$ cat src/rtl/intu_alu_pkg.sv
package intu_alu_pkg;

  typedef enum logic [2:0] {
    OP_ADD  = 3'd0,
    OP_SUB  = 3'd1,
    OP_ADDX = 3'd2,
    OP_SUBX = 3'd3,
    OP_AND  = 3'd4,
    OP_OR   = 3'd5,
    OP_ORN  = 3'd6,
    OP_CMP  = 3'd7
  } alu_op_e;

  typedef struct packed {
    logic z;
    logic n;
    logic c;
    logic v;
  } ccr_t;

  localparam ccr_t CCR_CLEAR = '{z: 1'b0, n: 1'b0, c: 1'b0, v: 1'b0};

endpackage

$ cat src/rtl/intu_alu_addsub.sv
module intu_alu_addsub #(
  parameter int W = 32
) (
  input  logic [W-1:0] a_i,
  input  logic [W-1:0] b_i,
  input  logic         sub_i,
  input  logic         use_c_i,
  input  logic         c_stored_i,
  output logic [W-1:0] sum_o,
  output logic         carry_o,
  output logic         ovf_o
);
  localparam int MSB = W - 1;

  logic [W-1:0] b_eff;
  logic         cin;
  logic [W:0]   wide;

  always_comb begin
    b_eff   = sub_i ? ~b_i : b_i;
    cin     = sub_i ? ~(use_c_i & c_stored_i) : (use_c_i & c_stored_i);
    wide    = {1'b0, a_i} + {1'b0, b_eff} + {{W{1'b0}}, cin};
    sum_o   = wide[W-1:0];
    carry_o = sub_i ? ~wide[W] : wide[W];
    ovf_o   = (a_i[MSB] == b_eff[MSB]) && (sum_o[MSB] != a_i[MSB]);
  end

endmodule

$ cat src/rtl/intu_alu_logic.sv
module intu_alu_logic #(
  parameter int W = 32
) (
  input  logic [W-1:0] a_i,
  input  logic [W-1:0] b_i,
  input  logic [1:0]   fn_i,
  output logic [W-1:0] res_o
);
  for (genvar i = 0; i < W; i++) begin : g_bit
    always_comb begin
      unique case (fn_i)
        2'd0:    res_o[i] = a_i[i] & b_i[i];
        2'd1:    res_o[i] = a_i[i] | b_i[i];
        2'd2:    res_o[i] = a_i[i] | ~b_i[i];
        default: res_o[i] = 1'b0;
      endcase
    end
  end

endmodule

$ cat src/rtl/intu_alu_ccr.sv
module intu_alu_ccr
  import intu_alu_pkg::*;
(
  input  logic clk_i,
  input  logic rst_ni,
  input  logic load_i,
  input  ccr_t flags_i,
  output ccr_t ccr_o
);
  ccr_t ccr_q, ccr_d;

  always_comb begin
    ccr_d = ccr_q;
    if (load_i) ccr_d = flags_i;
  end

  always_ff @(posedge clk_i or negedge rst_ni) begin
    if (!rst_ni) ccr_q <= CCR_CLEAR;
    else         ccr_q <= ccr_d;
  end

  assign ccr_o = ccr_q;

endmodule

$ cat src/rtl/intu_alu.sv
module intu_alu
  import intu_alu_pkg::*;
#(
  parameter int W = 32
) (
  input  logic         clk_i,
  input  logic         rst_ni,
  input  logic [2:0]   op_i,
  input  logic [W-1:0] opa_i,
  input  logic [W-1:0] opb_i,
  input  logic         upd_cc_i,
  output logic [W-1:0] result_o,
  output logic         res_valid_o,
  output logic         z_o,
  output logic         n_o,
  output logic         c_o,
  output logic         v_o
);
  localparam int MSB = W - 1;

  alu_op_e      op;
  logic         is_arith, is_sub, use_c, is_cmp, load_cc;
  logic [W-1:0] arith_res, logic_res;
  logic         arith_c, arith_v;
  ccr_t         ccr_q, flags_new;

  assign op = alu_op_e'(op_i);

  always_comb begin
    is_arith = (op == OP_ADD) || (op == OP_SUB) || (op == OP_ADDX) ||
               (op == OP_SUBX) || (op == OP_CMP);
    is_sub   = (op == OP_SUB) || (op == OP_SUBX) || (op == OP_CMP);
    use_c    = (op == OP_ADDX) || (op == OP_SUBX);
    is_cmp   = (op == OP_CMP);
    load_cc  = upd_cc_i || is_cmp;
  end

  intu_alu_addsub #(.W(W)) u_addsub (
    .a_i        (opa_i),
    .b_i        (opb_i),
    .sub_i      (is_sub),
    .use_c_i    (use_c),
    .c_stored_i (ccr_q.c),
    .sum_o      (arith_res),
    .carry_o    (arith_c),
    .ovf_o      (arith_v)
  );

  intu_alu_logic #(.W(W)) u_logic (
    .a_i   (opa_i),
    .b_i   (opb_i),
    .fn_i  (op_i[1:0]),
    .res_o (logic_res)
  );

  always_comb begin
    result_o    = is_arith ? arith_res : logic_res;
    res_valid_o = !is_cmp;
    flags_new.z = (result_o == '0);
    flags_new.n = result_o[MSB];
    flags_new.c = is_arith ? arith_c : 1'b0;
    flags_new.v = is_arith ? arith_v : 1'b0;
  end

  intu_alu_ccr u_ccr (
    .clk_i   (clk_i),
    .rst_ni  (rst_ni),
    .load_i  (load_cc),
    .flags_i (flags_new),
    .ccr_o   (ccr_q)
  );

  assign z_o = ccr_q.z;
  assign n_o = ccr_q.n;
  assign c_o = ccr_q.c;
  assign v_o = ccr_q.v;

endmodule

$ cat config.mk
export PLATFORM = sky130hd
export DESIGN_NAME = intu_alu
export DESIGN_NICKNAME = d
export VERILOG_FILES = /design/src/rtl/intu_alu_pkg.sv /design/src/rtl/intu_alu_addsub.sv /design/src/rtl/intu_alu_logic.sv /design/src/rtl/intu_alu_ccr.sv /design/src/rtl/intu_alu.sv
export SDC_FILE = /design/constraint.sdc
export NUM_CORES = 1
export LEC_CHECK = 0
export CORE_MARGIN = 10
export CORE_UTILIZATION = 50
export CTS_CLUSTER_SIZE = 25
export DETAILED_ROUTE_END_ITERATION = 6
export PLACE_DENSITY = 0.84
export SLEW_MARGIN = 15
export SYNTH_ARGS = -nofsm -noshare
export SYNTH_HDL_FRONTEND = slang
export SYNTH_SLANG_ARGS = --single-unit
$ cat constraint.sdc
create_clock -name clk_i -period 8.2 [get_ports clk_i]
set_input_delay 1.64 -clock clk_i [delete_from_list [all_inputs] [get_ports clk_i]]
set_output_delay 1.64 -clock clk_i [all_outputs]
set_load 0.02 [all_outputs]
# After elaboration in Yosys (flattened, before gate mapping)

Index checks and enable logic that the tools add are counted.

Equality and inequality tests: 8
Add/sub/neg operators: 2
Reductions and logical operators: 13
Muxes and demuxes: 38
Bitwise operators: 132

Operators with widths:

| operator             | count |
|---|---|
| $pmux W1 S3          | 32 |
| $mux W32             | 2 |
| $or A1 B1 Y1         | 64 |
| $not A1 Y1           | 34 |
| $add A32 B32 Y33     | 1 |
| $add A33 B1 Y33      | 1 |
| $and A1 B1 Y1        | 33 |
| $logic_not A32 Y1    | 1 |
| $not A32 Y32         | 1 |
| $logic_or A1 B1 Y1   | 8 |
| $eq A3 B2 Y1 const B | 2 |
| $mux W1              | 4 |
| $eq A3 B1 Y1 const B | 1 |
| $eq A3 B3 Y1 const B | 1 |
| $logic_not A3 Y1     | 1 |
| $eq A2 B1 Y1 const B | 1 |
| $eq A2 B2 Y1 const B | 1 |
| $logic_not A2 Y1     | 1 |
| $eq A1 B1 Y1         | 1 |
| $logic_and A1 B1 Y1  | 1 |
| $logic_not A1 Y1     | 1 |
| $ne A1 B1 Y1         | 1 |

Word-level logic and storage cells: 197
Bits in registers: 4

# Logic depth before layout (Yosys ltp)

Gate-level depths: netlist of the first run.

Depth in word-level cells: 9
Mapped depth: 21
Mapped depth without buffers: 18

# Cells and area by module

From an unflattened synthesis of the first run, not the netlist that was laid out.

Cell total of the unflattened synthesis: 536
Area total of the unflattened synthesis: 3913.8 sq um

By module, submodules not included:

| module          | cells each | instances | area each (sq um) |
|---|---|---|---|
| intu_alu_addsub | 308        | 1         | 2167.1 |
| intu_alu_logic  | 152        | 1         | 1002.2 |
| intu_alu        | 68         | 1         | 599.3 |
| intu_alu_ccr    | 8          | 1         | 145.1 |

# Least setup slack after synthesis of the first run

Ideal clock, no wire load.

Path kind: in2out
Start: input port op_i[0]
End: output port result_o[29]
Cell stages on the path: 19
Setup slack: 0.636 ns
Arrival: 5.924 ns
Path through: inv_1 ha_1 clkbuf_1 clkbuf_1 buf_1 nand2_1 xnor2_1 a21oi_1 a31o_2 fa_1 nor2b_1 o2111ai_1 a211o_1 a21oi_1 o21ai_0 or2_2 a311oi_1 xnor2_1 o22ai_1

Longest elaborated chain between the ends: 7
Elaborated cells on any way between the ends: 23
Those cells by class: 2 x add/sub; 6 x eq/ne; 4 x mux; 2 x bitwise; 9 x reduce/logical

RTL lines:

| what                                                | RTL line                                     | RTL |
|---|---|---|
| from (decl)                                         | intu_alu.sv:8                                | `input logic [2:0] op_i,` |
| $eq A3 B1 Y1 (tied with other cells)                | intu_alu.sv:30, intu_alu.sv:32               |  |
| $logic_or A1 B1 Y1 (on tied branches)               | intu_alu.sv:32, intu_alu.sv:33               |  |
| $logic_or A1 B1 Y1 or $and A1 B1 Y1 (tied branches) | intu_alu.sv:32, intu_alu_addsub.sv:21        |  |
| $mux W32 or $not A1 Y1 (tied branches)              | intu_alu_addsub.sv:20, intu_alu_addsub.sv:21 |  |
| $add A32 B32 Y33 or $mux W1 (tied branches)         | intu_alu_addsub.sv:22, intu_alu_addsub.sv:21 |  |
| $add A33 B1 Y33                                     | intu_alu_addsub.sv:22                        | `wide = {1'b0, a_i} + {1'b0, b_eff} + {{W{1'b0}}, cin};` |
| $mux W32 *                                          | intu_alu.sv:57                               | `result_o = is_arith ? arith_res : logic_res;` |
| to (decl)                                           | intu_alu.sv:12                               | `output logic [W-1:0] result_o,` |

Every way passes the cells marked *; elsewhere a longest branch is shown, timed or not.

# Worst setup path in the final report of the first run

Start: input port op_i[1]
End: output port result_o[30]

Same word-level chain as after synthesis.

==> out/summary.txt, run 1 <==
status - finished clean
initial antenna violation count - 0
share of cells above drive strength 1 - 0.0398
final core occ - 0.692
crit path DAT - 6260 ps
post-DP HPWL - 10.2 mm
Fillers - 628
Die W - 105 um
Post-synth top flop - dfrtp_1
CTS tree - done
synthesized instance count - 516
YS warnings - 0
Critical Path Start Type - input pin
Pins Over Slew Limit - 0
leakage power total - 0.00208 uW
internal cell power - 326 uW
Yosys top cell area share - 0.125
# clock sinks - 4
pwr/cell area - 143 nW/um2
Post-synth EDFFs - 0
first-pass GRT wire length - 21.8 mm
origin of the critical flop-to-flop path - u_ccr.ccr_o[1]$_DFFE_PN0P_
critical path peak fanout - 13
drt pass-1 iters - 5
Max Root-Sink Buffers - 2
Cell variety after synth - 61
Area Overhead vs Synth - 32.9%
hold depth - 1
setup repair after global routing missed its margin - no
Worst-Margin Slew - 654 ps
Switching Share - 0.521
# diodes - 0
worst slack, placed - 336 ps
Ports - 107
Post-DRT Antenna Nets - 0
Post-CTS Setup Bufs - 0
CTS resizes - 0
core region area - 6910 um2
Clock Power Share - 0.060
share of flip-flops with an asynchronous set or reset - 1.00
cell area after synthesis - 3600 um2
PortBufs - 106
worst flop-to-flop path endpoint - u_ccr.ccr_o[3]$_DFFE_PN0P_
part of the power in registers - 0.037
WL final - 13.2 mm
# nets final - 713
pin count of the biggest net entering global routing - 61
via-per-instance ratio - 6.47
top cells by area, synth - ha_1 13%, xnor2_1 10%, xor2_1 10%
setup slack, reg-to-reg - 3670 ps
Power Total - 681 uW
CTS Buf Count - 3
Hold Path End - u_ccr.ccr_o[2]$_DFFE_PN0P_
MaxCap Viol Count - 0
highest cell delay on the worst timing path - 600 ps
Clock transition at path regs - 30 ps
Slew headroom - 0.564
HP Start - u_ccr.ccr_o[2]$_DFFE_PN0P_
fin worst setup slack - 296 ps
peak supply drop - 0.0000769 V
Avg Cell Area, Syn - 6.97 um2
Final setup viols - 0
crit-path cells - clkdlybuf4s50_1, inv_1, ha_1, a21oi_4, buf_4, xnor2_1, ha_1, or2_1, o221a_4, o31a_1, a41o_1, o41a_1, a311oi_1, xnor2_1, a21o_1, clkdlybuf4s50_1
post-route clock period utilization - 0.964
HP Class - reg -> reg
number of global-route vias before repair - 4490
Final Hold Fails - 0
R2R depth - 16
hold_buf cts - 0
DR DRC count - 0
Setup crit end kind - output pin
Seq cells post-synth - 4
f_max - 127 MHz
htree depth - 1
Routed wire per std cell - 18.9 um
Sw Pwr - 355 uW
Crit Path Class - in -> out
Die ar. - 11000 um2
CP required - 6560 ps
syn nets - 624
Period minus WS final - 7900 ps
Fin Hold WS - 500 ps
clk_lat worst skew - 210 ps
vias - 4522
CTS Root Buffer Type - clkbuf_8
Die Y-Extent - 105 um
final setup TNS - 0 ps
Gate power share - 0.903
largest area contributor in the netlist - ha_1
Starting Density - 0.521
Site Rows - 30
RePlAce Congestion - 0.968
Clock Skew - 0.0505 ps
GR Util All Layers - 0.225
Worst path slowest cell - clkdlybuf4s50_1
gr ovfl total - 0
register area share after synthesis - 0.0278
Starting DRT DRC Count - 228
Largest register FFs - 4
## final cells by class
type / instances / area [um2] / area share
multi-input cells: 471 / 3360 / 0.702
repair buffers: 114 / 1120 / 0.235
inverters: 11 / 41.3 / 0.00864
well taps: 96 / 120 / 0.0251
flip-flops and latches: 4 / 100 / 0.0209
clock buffers: 3 / 41.3 / 0.00864
## through the flow
| step | instance area (um2) | std cells |
|---|---|---|
| after global routing | 4780 | 699 |
| after detailed placement | 4740 | 696 |
| after global placement | 4740 | 696 |
| after floorplan | 3600 | 516 |
| after CTS | 4780 | 699 |
| final | 4780 | 699 |
## synth_stat cells, types with 4 or more instances
library cell and n:
a211o_1 8, a21o_1 40, a21oi_1 43, a22oi_1 24, a31oi_1 5, and4_1 4, clkbuf_1 26, dfrtp_1 4
ha_1 36, inv_1 11, nand2_1 50, nand2b_1 6, nand3_1 5, nand4_1 8, nor2_1 35, nor2b_1 9
nor3_1 5, nor4_1 5, o211ai_1 4, o21ai_0 25, o22ai_1 19, xnor2_1 43, xor2_1 41
## critical path: cells and delay by family
| kind | cells | cell delay (ps) |
|---|---|---|
| xor gates and xnor gates | 2 | 280 |
| buffers and inverters | 4 | 1500 |
| AOI/OAI and AO/OA | 7 | 2070 |
| adders and majority gates | 2 | 480 |
| and+or+nand+nor | 1 | 280 |
## cell usage in the layout, fill, tap and decap left out, drive strengths merged, types with 3 or more instances in the layout
master | synthesis | final
clkdlybuf4s50 | 0 | 106
nand2 | 50 | 50
xnor2 | 43 | 43
a21oi | 43 | 43
xor2 | 41 | 41
a21o | 41 | 41
ha | 36 | 36
nor2 | 35 | 35
o21ai | 25 | 25
a22oi | 24 | 24
o22ai | 19 | 19
inv | 11 | 11
nor2b | 9 | 9
a211o | 8 | 8
nand4 | 8 | 8
buf | 4 | 8
nand2b | 6 | 6
nor3 | 5 | 5
nor4 | 5 | 5
nand3 | 5 | 5
a31oi | 5 | 5
and4 | 4 | 4
o211ai | 4 | 4
dfrtp | 4 | 4
or2 | 4 | 4
o21bai | 3 | 3
o21a | 3 | 3
a311oi | 3 | 3
and3 | 3 | 3
a211oi | 3 | 3
or3 | 3 | 3
o31ai | 3 | 3
clkbuf | 26 | 3
## routing by layer
| layer | vias to the layer above | GRT usage | routed length [um] |
|---|---|---|---|
| li1 | 2103 | - | - |
| met1 | 2130 | 0.280 | 5560 |
| met2 | 263 | 0.387 | 6320 |
| met3 | 26 | 0.0362 | 1050 |
| met4 | 0 | 0.0686 | 275 |
| met5 | - | 0 | 0 |
## worst max path at each step
stage,start,end,depth (start not counted)
floorplan,op_i[0],result_o[29],19
global placement,op_i[1],result_o[30],16
detailed placement,op_i[1],result_o[30],16
CTS,op_i[1],result_o[30],16
global route,op_i[1],result_o[30],16
finish,op_i[1],result_o[30],16
## power groups by stage
stage,clock network [uW],registers [uW],logic (uW)
finish,40.8,25.4,615
global route,43.2,25.9,662
CTS,41.7,25.4,607
detailed placement,0,25.5,602
global placement,0,25.3,591
floorplan,0,28.8,388
## cell families after synthesis
| kind of cell | count (synthesis) | share of synthesized area |
|---|---|---|
| buffers and inverters | 41 | 0.0438 |
| multiplexers | 1 | 0.00313 |
| adder cells (fa/ha/maj) | 38 | 0.136 |
| XOR/XNOR | 84 | 0.205 |
| AND/OR/NAND/NOR | 142 | 0.191 |
| AO/OA/AOI/OAI | 206 | 0.394 |
| flip-flops | 4 | 0.0278 |
No activity file was read; power rests on OpenSTA's default activity.
==> run 2: changes to the inputs <==
--- a/config.mk
+++ b/config.mk
@@ -14,3 +14,4 @@
 export SYNTH_ARGS = -nofsm -noshare
 export SYNTH_HDL_FRONTEND = slang
 export SYNTH_SLANG_ARGS = --single-unit
+export TNS_END_PERCENT = 10
==> results of run 2 <==
Same layout as run 1: the final DEF is identical, and so are final timing and power.
